$ cat src/rtl/nand_seq_pkg.sv
package nand_seq_pkg;

    typedef enum logic [1:0] {
        OP_READ  = 2'd0,
        OP_SPARE = 2'd1,
        OP_ERASE = 2'd2,
        OP_ALT   = 2'd3
    } nand_op_e;

    typedef enum logic [2:0] {
        ST_IDLE,
        ST_PRE,
        ST_BUS,
        ST_SETTLE,
        ST_POST
    } seq_state_e;

    localparam logic [7:0] OPC_READ0  = 8'h00;
    localparam logic [7:0] OPC_RSTART = 8'h30;
    localparam logic [7:0] OPC_ERASE1 = 8'h60;
    localparam logic [7:0] OPC_ERASE2 = 8'hD0;

    localparam int ROW_BITS = 20;
    localparam int COL_BITS = 16;
    localparam int IDX_BITS = 3;

    // One entry of the byte sequence
    typedef struct packed {
        logic       is_cmd;
        logic       is_last;
        logic [7:0] data;
    } bus_step_t;

endpackage

$ cat src/rtl/nand_rb_sync.sv
module nand_rb_sync #(
    parameter int STAGES = 2
) (
    input  logic clk,
    input  logic rst_n,
    input  logic rb_n_async,
    output logic ready_sync
);
    logic [STAGES-1:0] sh_q;

    // Resets to "busy" so nothing is issued before a real sample.
    generate
        if (STAGES == 1) begin : g_one
            always_ff @(posedge clk or negedge rst_n) begin
                if (!rst_n) sh_q <= '0;
                else        sh_q <= rb_n_async;
            end
        end else begin : g_chain
            always_ff @(posedge clk or negedge rst_n) begin
                if (!rst_n) sh_q <= '0;
                else        sh_q <= {sh_q[STAGES-2:0], rb_n_async};
            end
        end
    endgenerate

    assign ready_sync = sh_q[STAGES-1];
endmodule

$ cat src/rtl/nand_addr_gen.sv
module nand_addr_gen
    import nand_seq_pkg::*;
#(
    parameter int PAGE_BYTES      = 2048,
    parameter int PAGES_PER_BLOCK = 64,
    parameter int BLOCK_W         = 14,
    localparam int PAGE_W         = $clog2(PAGES_PER_BLOCK)
) (
    input  nand_op_e              op_i,
    input  logic [BLOCK_W-1:0]    block_i,
    input  logic [PAGE_W-1:0]     page_i,
    input  logic [COL_BITS-1:0]   col_i,
    input  logic                  bus16_i,
    output logic [ROW_BITS-1:0]   row_o,
    output logic [COL_BITS-1:0]   col_o
);
    logic [COL_BITS-1:0] col_adj;

    always_comb begin
        row_o = ROW_BITS'(block_i) * ROW_BITS'(PAGES_PER_BLOCK) + ROW_BITS'(page_i);

        // Spare area sits directly after the data bytes of the page.
        col_adj = col_i;
        if (op_i == OP_SPARE) begin
            col_adj = col_i + COL_BITS'(PAGE_BYTES);
        end

        // Wide devices count columns in 16-bit words.
        col_o = col_adj;
        if (bus16_i && (op_i != OP_ERASE)) begin
            col_o = col_adj >> 1;
        end
    end
endmodule

$ cat src/rtl/nand_step_table.sv
module nand_step_table
    import nand_seq_pkg::*;
(
    input  nand_op_e              op_i,
    input  logic [IDX_BITS-1:0]   idx_i,
    input  logic                  five_i,
    input  logic [COL_BITS-1:0]   col_i,
    input  logic [ROW_BITS-1:0]   row_i,
    output bus_step_t             step_o
);
    logic [7:0] row_top;

    assign row_top = {4'h0, row_i[19:16]};

    always_comb begin
        step_o = '0;
        if (op_i == OP_ERASE) begin
            case (idx_i)
                3'd0: begin
                    step_o.is_cmd = 1'b1;
                    step_o.data   = OPC_ERASE1;
                end
                3'd1: step_o.data = row_i[7:0];
                3'd2: step_o.data = row_i[15:8];
                3'd3: begin
                    if (five_i) begin
                        step_o.data = row_top;
                    end else begin
                        step_o.is_cmd  = 1'b1;
                        step_o.is_last = 1'b1;
                        step_o.data    = OPC_ERASE2;
                    end
                end
                default: begin
                    step_o.is_cmd  = 1'b1;
                    step_o.is_last = 1'b1;
                    step_o.data    = OPC_ERASE2;
                end
            endcase
        end else begin
            case (idx_i)
                3'd0: begin
                    step_o.is_cmd = 1'b1;
                    step_o.data   = OPC_READ0;
                end
                3'd1: step_o.data = col_i[7:0];
                3'd2: step_o.data = col_i[15:8];
                3'd3: step_o.data = row_i[7:0];
                3'd4: step_o.data = row_i[15:8];
                3'd5: begin
                    if (five_i) begin
                        step_o.data = row_top;
                    end else begin
                        step_o.is_cmd  = 1'b1;
                        step_o.is_last = 1'b1;
                        step_o.data    = OPC_RSTART;
                    end
                end
                default: begin
                    step_o.is_cmd  = 1'b1;
                    step_o.is_last = 1'b1;
                    step_o.data    = OPC_RSTART;
                end
            endcase
        end
    end
endmodule

$ cat src/rtl/nand_cmd_seq.sv
module nand_cmd_seq
    import nand_seq_pkg::*;
#(
    parameter int PAGE_BYTES      = 2048,
    parameter int PAGES_PER_BLOCK = 64,
    parameter int BLOCK_W         = 14,
    parameter int CYC_CLKS        = 4,
    parameter int TWB_CLKS        = 8,
    parameter int SYNC_STAGES     = 2,
    localparam int PAGE_W         = $clog2(PAGES_PER_BLOCK)
) (
    input  logic                clk,
    input  logic                rst_n,
    input  logic                start_i,
    input  logic [1:0]          op_i,
    input  logic [BLOCK_W-1:0]  block_i,
    input  logic [PAGE_W-1:0]   page_i,
    input  logic [15:0]         col_i,
    input  logic                bus16_i,
    input  logic                five_cyc_i,
    input  logic                rb_n_i,
    output logic                ce_n_o,
    output logic                cle_o,
    output logic                ale_o,
    output logic                we_n_o,
    output logic [7:0]          dq_o,
    output logic                dq_oe_o,
    output logic                done_o
);
    localparam int CNT_MAX   = (CYC_CLKS > TWB_CLKS) ? CYC_CLKS : TWB_CLKS;
    localparam int CNT_W     = $clog2(CNT_MAX + 1);
    localparam int WE_LO_BEG = CYC_CLKS / 4;
    localparam int WE_LO_END = CYC_CLKS - CYC_CLKS / 4;

    typedef struct packed {
        seq_state_e            st;
        nand_op_e              op;
        logic                  five;
        logic [COL_BITS-1:0]   col;
        logic [ROW_BITS-1:0]   row;
        logic [IDX_BITS-1:0]   idx;
        logic [CNT_W-1:0]      cnt;
        logic                  ce_n;
        logic                  cle;
        logic                  ale;
        logic                  we_n;
        logic                  oe;
        logic                  done;
        logic [7:0]            dq;
    } seq_regs_t;

    localparam seq_regs_t REGS_RST = '{
        st: ST_IDLE, op: OP_READ, five: 1'b0, col: '0, row: '0,
        idx: '0, cnt: '0, ce_n: 1'b1, cle: 1'b0, ale: 1'b0,
        we_n: 1'b1, oe: 1'b0, done: 1'b0, dq: '0
    };

    seq_regs_t           r_d, r_q;
    logic                rdy_s;
    logic [ROW_BITS-1:0] row_calc;
    logic [COL_BITS-1:0] col_calc;
    bus_step_t           cur_step;
    logic                op_is_erase;
    logic                we_window;

    nand_rb_sync #(.STAGES(SYNC_STAGES)) u_sync (
        .clk        (clk),
        .rst_n      (rst_n),
        .rb_n_async (rb_n_i),
        .ready_sync (rdy_s)
    );

    nand_addr_gen #(
        .PAGE_BYTES      (PAGE_BYTES),
        .PAGES_PER_BLOCK (PAGES_PER_BLOCK),
        .BLOCK_W         (BLOCK_W)
    ) u_addr (
        .op_i    (nand_op_e'(op_i)),
        .block_i (block_i),
        .page_i  (page_i),
        .col_i   (col_i),
        .bus16_i (bus16_i),
        .row_o   (row_calc),
        .col_o   (col_calc)
    );

    nand_step_table u_steps (
        .op_i   (r_q.op),
        .idx_i  (r_q.idx),
        .five_i (r_q.five),
        .col_i  (r_q.col),
        .row_i  (r_q.row),
        .step_o (cur_step)
    );

    assign op_is_erase = (r_q.op == OP_ERASE);
    assign we_window   = (r_q.cnt >= CNT_W'(WE_LO_BEG)) && (r_q.cnt < CNT_W'(WE_LO_END));

    always_comb begin
        r_d      = r_q;
        r_d.done = 1'b0;
        r_d.cle  = 1'b0;
        r_d.ale  = 1'b0;
        r_d.oe   = 1'b0;
        r_d.we_n = 1'b1;
        r_d.dq   = 8'h00;

        case (r_q.st)
            ST_IDLE: begin
                if (start_i) begin
                    r_d.op   = nand_op_e'(op_i);
                    r_d.five = five_cyc_i;
                    r_d.col  = col_calc;
                    r_d.row  = row_calc;
                    r_d.st   = ST_PRE;
                end
            end
            ST_PRE: begin
                if (rdy_s) begin
                    r_d.st   = ST_BUS;
                    r_d.idx  = '0;
                    r_d.cnt  = '0;
                    r_d.ce_n = 1'b0;
                end
            end
            ST_BUS: begin
                r_d.cle  = cur_step.is_cmd;
                r_d.ale  = !cur_step.is_cmd;
                r_d.oe   = 1'b1;
                r_d.dq   = cur_step.data;
                r_d.we_n = !we_window;
                if (r_q.cnt == CNT_W'(CYC_CLKS - 1)) begin
                    r_d.cnt = '0;
                    if (cur_step.is_last) begin
                        r_d.st = ST_SETTLE;
                    end else begin
                        r_d.idx = r_q.idx + 1'b1;
                    end
                end else begin
                    r_d.cnt = r_q.cnt + 1'b1;
                end
            end
            ST_SETTLE: begin
                if (r_q.cnt == CNT_W'(TWB_CLKS - 1)) begin
                    r_d.cnt = '0;
                    r_d.st  = ST_POST;
                end else begin
                    r_d.cnt = r_q.cnt + 1'b1;
                end
            end
            ST_POST: begin
                if (rdy_s) begin
                    r_d.st   = ST_IDLE;
                    r_d.done = 1'b1;
                    if (op_is_erase) begin
                        r_d.ce_n = 1'b1;
                    end
                end
            end
            default: r_d.st = ST_IDLE;
        endcase
    end

    always_ff @(posedge clk or negedge rst_n) begin
        if (!rst_n) r_q <= REGS_RST;
        else        r_q <= r_d;
    end

    assign ce_n_o  = r_q.ce_n;
    assign cle_o   = r_q.cle;
    assign ale_o   = r_q.ale;
    assign we_n_o  = r_q.we_n;
    assign dq_o    = r_q.dq;
    assign dq_oe_o = r_q.oe;
    assign done_o  = r_q.done;
endmodule

$ cat config.mk
export PLATFORM = sky130hd
export DESIGN_NAME = nand_cmd_seq
export DESIGN_NICKNAME = d
export VERILOG_FILES = /design/src/rtl/nand_seq_pkg.sv /design/src/rtl/nand_rb_sync.sv /design/src/rtl/nand_addr_gen.sv /design/src/rtl/nand_step_table.sv /design/src/rtl/nand_cmd_seq.sv
export SDC_FILE = /design/constraint.sdc
export NUM_CORES = 1
export LEC_CHECK = 0
export BUFFER_PORTS_ARGS = -buffer_cell sky130_fd_sc_hd__buf_2
export CAP_MARGIN = 20
export CORE_UTILIZATION = 25
export DETAILED_ROUTE_END_ITERATION = 8
export GPL_TIMING_DRIVEN = 0
export SYNTH_ARGS = -nofsm -noshare
export SYNTH_HDL_FRONTEND = slang
export SYNTH_SLANG_ARGS = --single-unit
export TNS_END_PERCENT = 50
$ cat constraint.sdc
create_clock -name clk -period 2.1 [get_ports clk]
set_input_delay 0.105 -clock clk [delete_from_list [all_inputs] [get_ports clk]]
set_output_delay 0.105 -clock clk [all_outputs]
set_load 0.01 [all_outputs]
==> results of run 1 <==
[registers in the layout, summed over array words and instances, names as in the netlist]
register     cells
u_sync.sh_q      2
done_o           1
ale_o            1
r_q             49
dq_oe_o          1
ce_n_o           1
cle_o            1
we_n_o           1
dq_o             8
[what timing repair did]
item,in CTS,in global routing
endpoints found under the hold margin,84,0
hold buffers,22,0
gates resized for setup,4,9
buffers inserted,3,0
setup endpoints to repair,5,13
pin swaps,1,2
[routing by layer]
layer	up-vias	track usage [%]	part of all wire, %
met5	-	0	0
met4	0	6.096	1.9
met3	12	2.350	5.7
met2	109	21.04	45
met1	1497	18.72	47
li1	1556	-	-
[worst paths after layout]
kind | from | endpoint | depth (start not counted)
worst max-delay path | r_q[19] | dq_o[2] | 8
worst min-delay path | five_cyc_i | r_q[57] | 3
worst max register to register | r_q[19] | dq_o[2] | 8
worst min register to register | u_sync.sh_q[0] | u_sync.sh_q[1] | 0
max in group asynchronous | rst_n | r_q[38] | 2
min in group asynchronous | rst_n | u_sync.sh_q[0] | 2
[cell type report]
class,instances,area share (%)
flip-flops and latches,65,34.78
repair buffers,82,11.32
plain buffers,31,3.552
inverters,13,1.042
clock inverters,6,2.457
multi-input cells,282,36.94
clock buffers,10,5.101
well taps,180,4.808
[worst max-delay path, stage by stage (launching register included)]
cell,delay [ns]
dfrtp_1,0.39
buf_4,0.15
inv_1,0.07
ha_1,0.33
and2_1,0.17
clkbuf_1,0.34
a221oi_1,0.15
o211ai_1,0.12
and3_1,0.22
[cell families after synthesis]
logic type | count (synthesis)
and+or+nand+nor | 161
AOI/OAI and AO/OA | 92
DFF | 65
buffers and inverters | 45
muxes | 15
adders and majority gates | 9
xor gates and xnor gates | 5
[through the flow]
stage | instance area [sq um] | setup TNS, ns | total power, uW | hold WS (ns)
2_1_floorplan | 3540 | 0 | 3651 | -0.1906
3_3_place_gp | 4050 | -0.2243 | 4278 | 0.2275
3_5_place_dp | 4053 | -0.2286 | 4358 | 0.2299
4_1_cts | 4661 | 0 | 6238 | 0.005808
5_1_grt | 4684 | -0.04109 | 6711 | 0.01194
6_report | 4684 | 0 | 6258 | -0.001927
[power breakdown]
part	leakage (uW)	switching (uW)	total (uW)	internal, uW
Clock	0.000169	567	1760	1190
Sequential	0.000814	386	2140	1760
Combinational	0.00128	1360	2360	1000
[cell usage in the layout (no fill, tap or decap), types with 8 or more instances in the layout]
| master | count |
|---|---|
| inv_1 | 12 |
| a22oi_1 | 14 |
| nor2_1 | 10 |
| nand2_1 | 103 |
| buf_2 | 59 |
| o21ai_0 | 28 |
| dfrtp_1 | 63 |
| buf_4 | 12 |
| dlygate4sd3_1 | 22 |
| clkbuf_16 | 9 |
| clkbuf_1 | 16 |
| mux2i_1 | 12 |
| a221oi_1 | 8 |
==> out/results.tsv, run 1 <==
stage	metric	value	unit
placement	pre_cts_ws	-0.1250	ns
sta	slew_viol_final	0	
floorplanning	dieWidth	121.0	microns
floorplanning	coreArea	13830	sq um
placement	io_buffers	57	
global_route	track_usage	13.68	%
sta	max_freq	494.5	MHz
sta	worst_slew_pin_slew	0.8280	ns
detailed_routing	via_count	3174	
synth	synthesis.area	3540	sq um
cells_and_area	fin_nets	537	
placement	dp_hpwl	6843	microns
clock_network	root_buffer	clkbuf_16	
synth	ys_async_sr_fraction	100.0	%
synth	syn_nets	445	
synth	synth-xor-area-share	1.237	%
synth	synth_fa_ha_area_share	3.181	%
synth	synth_common_cells	nand2_1, dfrtp_1, o21ai_0	
synth	yosysTopAreaCellShare	44.54	%
synth	yosysUniqueCellTypes	58	
clock_network	cts_made_buffers	9	
sta	maxSlewHeadroom	44.80	%
global_route	grt-ovfl-total	0	
synth	synth_most_common_cell	nand2_1	
worst_setup_path	critical_path_class	reg2reg	
sta	finalHoldViolations	1	
status	violations	hold timing	
synth	ys.flop_type	dfrtp_1	
sta	period_share	96.30	%
sta	holdWs	-0.001927	ns
floorplanning	die_area	14640	sq um
global_route	grt_pass1_wl	15550	microns
detailed_routing	wl	9428	microns
synth	yosysTopAreaCell	dfrtp_1	
worst_setup_path	arrival	2.28	ns
detailed_routing	drtIter0Drc	113	
cells_and_area	multi_input_area	1730	sq um
floorplanning	die_y	121.0	microns
placement	dp_cells	629	
synth	yosys-top-cells-area	dfrtp_1, nand2_1, o21ai_0	
sta	min_period	2.022	ns
cells_and_area	drive_above_1_share	22.29	%
sta	setup_viol	0	
worst_setup_path	critPathRequiredTime	2.36	ns
clock_network	clock_path_buffers	2	
cells_and_area	regArea	1629	sq um
clock_network	tritoncts	yes	
worst_hold_path	min_path_type	in2reg	
sta	fin_ws	0.07768	ns
synth	syn_area_per_cell	9.030	sq um
worst_setup_path	critPathLaunchType	flip-flop	
power_and_ir_drop	p_per_area	1336	nW/um^2
cells_and_area	antenna_cells	0	
cells_and_area	fill_cells	1420	
sta	clock_skew	0.005165	ns
synth	yosysWarnings	0	
power_and_ir_drop	ir_drop	0.4689	mV
clock_network	cts_sinks	65	
global_route	grt_max_degree	66	
detailed_routing	drcViolationCount	0	
cells_and_area	final_cells	669	
synth	synth_top_family_by_area	simple AND/OR/NAND/NOR gates	
synth	synthMuxAreaShare	4.348	%
global_route	grt_pass1_vias	3051	
status	outcome	complete, but fails checks	
synth	synth_compound_area_share	17.92	%
clock_network	cts.reportedPaths.clkPinSlew	0.06	ns
floorplanning	initial_core_util	25.60	%
clock_network	htree_levels	3	
power_and_ir_drop	power_leakage	0.002264	uW
placement	place_congestion	0.8987	
worst_setup_path	end_kind	flip-flop	
floorplanning	rows	43	
detailed_routing	ant_nets	0	
detailed_routing	vias_per_cell	4.744	
cells_and_area	utilization	33.88	%
flow_run	max_cap_viol_count	0	
sta	rsz0062_at_grt	true	
worst_setup_path	r2r_setup_slack	0.08	ns
detailed_routing	first_pass_iters	4	
worst_setup_path	cp_max_fo	8	
detailed_routing	wl_per_cell	14.09	microns
floorplanning	ios	58	
synth	synthCells	392	
clock_network	clkLatencyLatePin	0.34	ns
synth	synth_seq_area_share	46.02	%
synth	synth-simple-area-share	21.24	%
cells_and_area	area_delta_synth_final	32.34	%
synth	synth_seq_cells	65	
synth	synth_edf_count	0	
global_route	antenna_found_initial	0	
Power figures use the tool's default switching activity.
==> inputs of run 2 (changes only) <==
Settings changed: GPL_TIMING_DRIVEN 0 to not set, PLACE_DENSITY set to 0.54.
==> run 2 against run 1 <==
Compared with the run above: the run now ends clean; sequential share of layout area grew 0.94 points; first-iteration DRC count grew 21%; sequential power grew 3%; clock power shrank 18%; largest cell class unchanged; highest routed layer unchanged.
==> out/results.tsv, run 2 (same netlist as run 1, synthesis figures left out) <==
stage	metric	value	unit
status	outcome	finished clean	
placement	dp_hpwl	6606	microns
worst_setup_path	reg2reg_from	r_q[19]	
power_and_ir_drop	p_total	5879	uW
global_route	grt_max_degree	55	
worst_setup_path	critPathLaunchType	flip-flop	
sta	min_period	2.064	ns
cells_and_area	largest_reg_flops	49	
placement	io_buffers	57	
detailed_routing	ant_nets	0	
cells_and_area	fin_area	4561	sq um
clock_network	root_buffer	clkbuf_16	
floorplanning	rows	43	
cells_and_area	antenna_cells	0	
sta	maxSlewHeadroom	55.58	%
worst_setup_path	cp_max_fo	6	
sta	worst_slew_pin_slew	0.6646	ns
global_route	grt_pass1_vias	2996	
detailed_routing	wl	9083	microns
worst_setup_path	ff2ff_path_depth	6	
clock_network	clkLatencyLatePin	0.33	ns
clock_network	cts_sinks	65	
worst_hold_path	min_path_type	in2reg	
cells_and_area	layout_commonest_cell	nand2_1	
detailed_routing	drtIter0Drc	137	
detailed_routing	via_count	3062	
worst_hold_path	hold-path-endpoint	r_q[33]	
clock_network	tritoncts	yes	
power_and_ir_drop	p_per_area	1289	nW/um^2
clock_network	clock_path_buffers	2	
floorplanning	ios	58	
worst_setup_path	crit_slowest_cell	or4b_1	
power_and_ir_drop	power_leakage	0.002218	uW
global_route	met2_usage	19.75	%
worst_hold_path	whs_path_depth	3	
sta	clock_skew	0.007666	ns
detailed_routing	first_pass_iters	5	
sta	finalHoldViolations	0	
placement	pre_cts_ws	0.06283	ns
cells_and_area	area_delta_synth_final	28.84	%
power_and_ir_drop	ir_drop	0.4519	mV
global_route	use_met1	18.17	%
cells_and_area	regMostFlops	r_q	
flow_run	max_cap_viol_count	0	
worst_setup_path	slowest_delay	0.53	ns
cells_and_area	fill_cells	1416	
worst_hold_path	hp-start	block_i[6]	
cells_and_area	multi_input_area	1704	sq um
detailed_routing	drcViolationCount	0	
floorplanning	coreArea	13830	sq um
detailed_routing	wl_per_cell	13.93	microns
floorplanning	dieWidth	121.0	microns
cells_and_area	regArea	1629	sq um
worst_setup_path	critical_path_class	reg2reg	
worst_setup_path	critPathRequiredTime	2.36	ns
sta	slew_viol_final	0	
cells_and_area	final_cell_mix	nand2_1, dfrtp_1, buf_2	
floorplanning	die_y	121.0	microns
global_route	grtUsageMet3	3.524	%
cells_and_area	fin_nets	520	
cells_and_area	drive_above_1_share	22.46	%
floorplanning	initial_core_util	25.60	%
worst_setup_path	r2r_setup_slack	0.04	ns
global_route	grt_pass1_wl	14890	microns
clock_network	cts.reportedPaths.clkPinSlew	0.05	ns
global_route	gr-max-usage-layer	met2	
global_route	grt-ovfl-total	0	
detailed_routing	vias_per_cell	4.696	
sta	max_freq	484.5	MHz
worst_setup_path	r2r-end	r_q[19]	
global_route	track_usage	13.20	%
sta	period_share	98.28	%
placement	postPlaceCellArea	4038	sq um
sta	rsz0062_at_grt	true	
sta	setup_viol	0	
placement	place_congestion	0.7871	
sta	fin_ws	0.03603	ns
clock_network	cts_made_buffers	9	
clock_network	htree_levels	3	
worst_setup_path	crit_chain	ha_2 -> ha_1 -> and4bb_2 -> a311o_1 -> or4b_1 -> nand3_1	
worst_setup_path	end_kind	flip-flop	
worst_setup_path	arrival	2.33	ns
global_route	antenna_found_initial	0	
floorplanning	die_area	14640	sq um
-- run 2: cell count changes in the layout (fill, tap and decap cells not counted), sizes merged --
cell,before,now
clkbuf,29,9
buf,72,74
bufinv,3,1
clkinv,2,4
inv,13,14
-- run 2: layer usage --
layer,share of wire [%],vias up
li1,-,1529
met1,47,1457
met2,46,69
met3,5.2,7
met4,1.2,0
met5,0,-
-- run 2: cell type report --
cell class | instances | area share [%]
Multi-Input combinational cell | 282 | 37.37
Sequential cell | 65 | 35.72
Timing Repair Buffer | 96 | 14.43
Clock buffer | 9 | 4.938
Tap cell | 180 | 4.938
Clock inverter | 7 | 1.536
Inverter | 13 | 1.070
-- run 2: how the worst max path moves through the flow --
stage	startpoint	to	slack, ns	cells past startpoint
2_1_floorplan	r_q[19]	r_q[19]	0.03	7
3_3_place_gp	r_q[19]	r_q[19]	0.10	6
3_5_place_dp	r_q[19]	r_q[19]	0.06	6
4_1_cts	r_q[19]	r_q[19]	0.04	6
5_1_grt	r_q[19]	r_q[19]	-0.02	6
6_report	r_q[19]	r_q[19]	0.04	6
-- run 2: repair_timing --
item | in CTS | in global routing
setup buffers | 0 | 0
hold buffers | 22 | 0
gates resized for setup | 0 | 3
endpoints found under the setup margin | 0 | 3
hold endpoints to repair | 34 | 0
-- run 2: critical path, delay by kind of cell, from the launching register on --
family,cells,cell delay [ns]
adder cells (fa/ha/maj),2,0.37
AND/OR/NAND/NOR,3,0.84
flip-flops,1,0.43
AO/OA/AOI/OAI,1,0.35
-- run 2: power breakdown --
| group | internal (uW) | switching (uW) |
|---|---|---|
| registers | 1760 | 456 |
| clock network | 916 | 536 |
| logic | 975 | 1240 |
-- run 2: metrics by stage --
| stage | hold slack [ns] | std cells | util (%) | TNS (ns) |
|---|---|---|---|---|
| global route | 0.009318 | 652 | 32.98 | -0.02387 |
| floorplan | -0.1906 | 392 | - | 0 |
| detailed placement | 0.04107 | 614 | 29.20 | 0 |
| finish | 0.01254 | 652 | 32.98 | 0 |
| CTS | 0.004404 | 652 | 32.93 | 0 |
| global placement | 0.03323 | 614 | 29.20 | 0 |
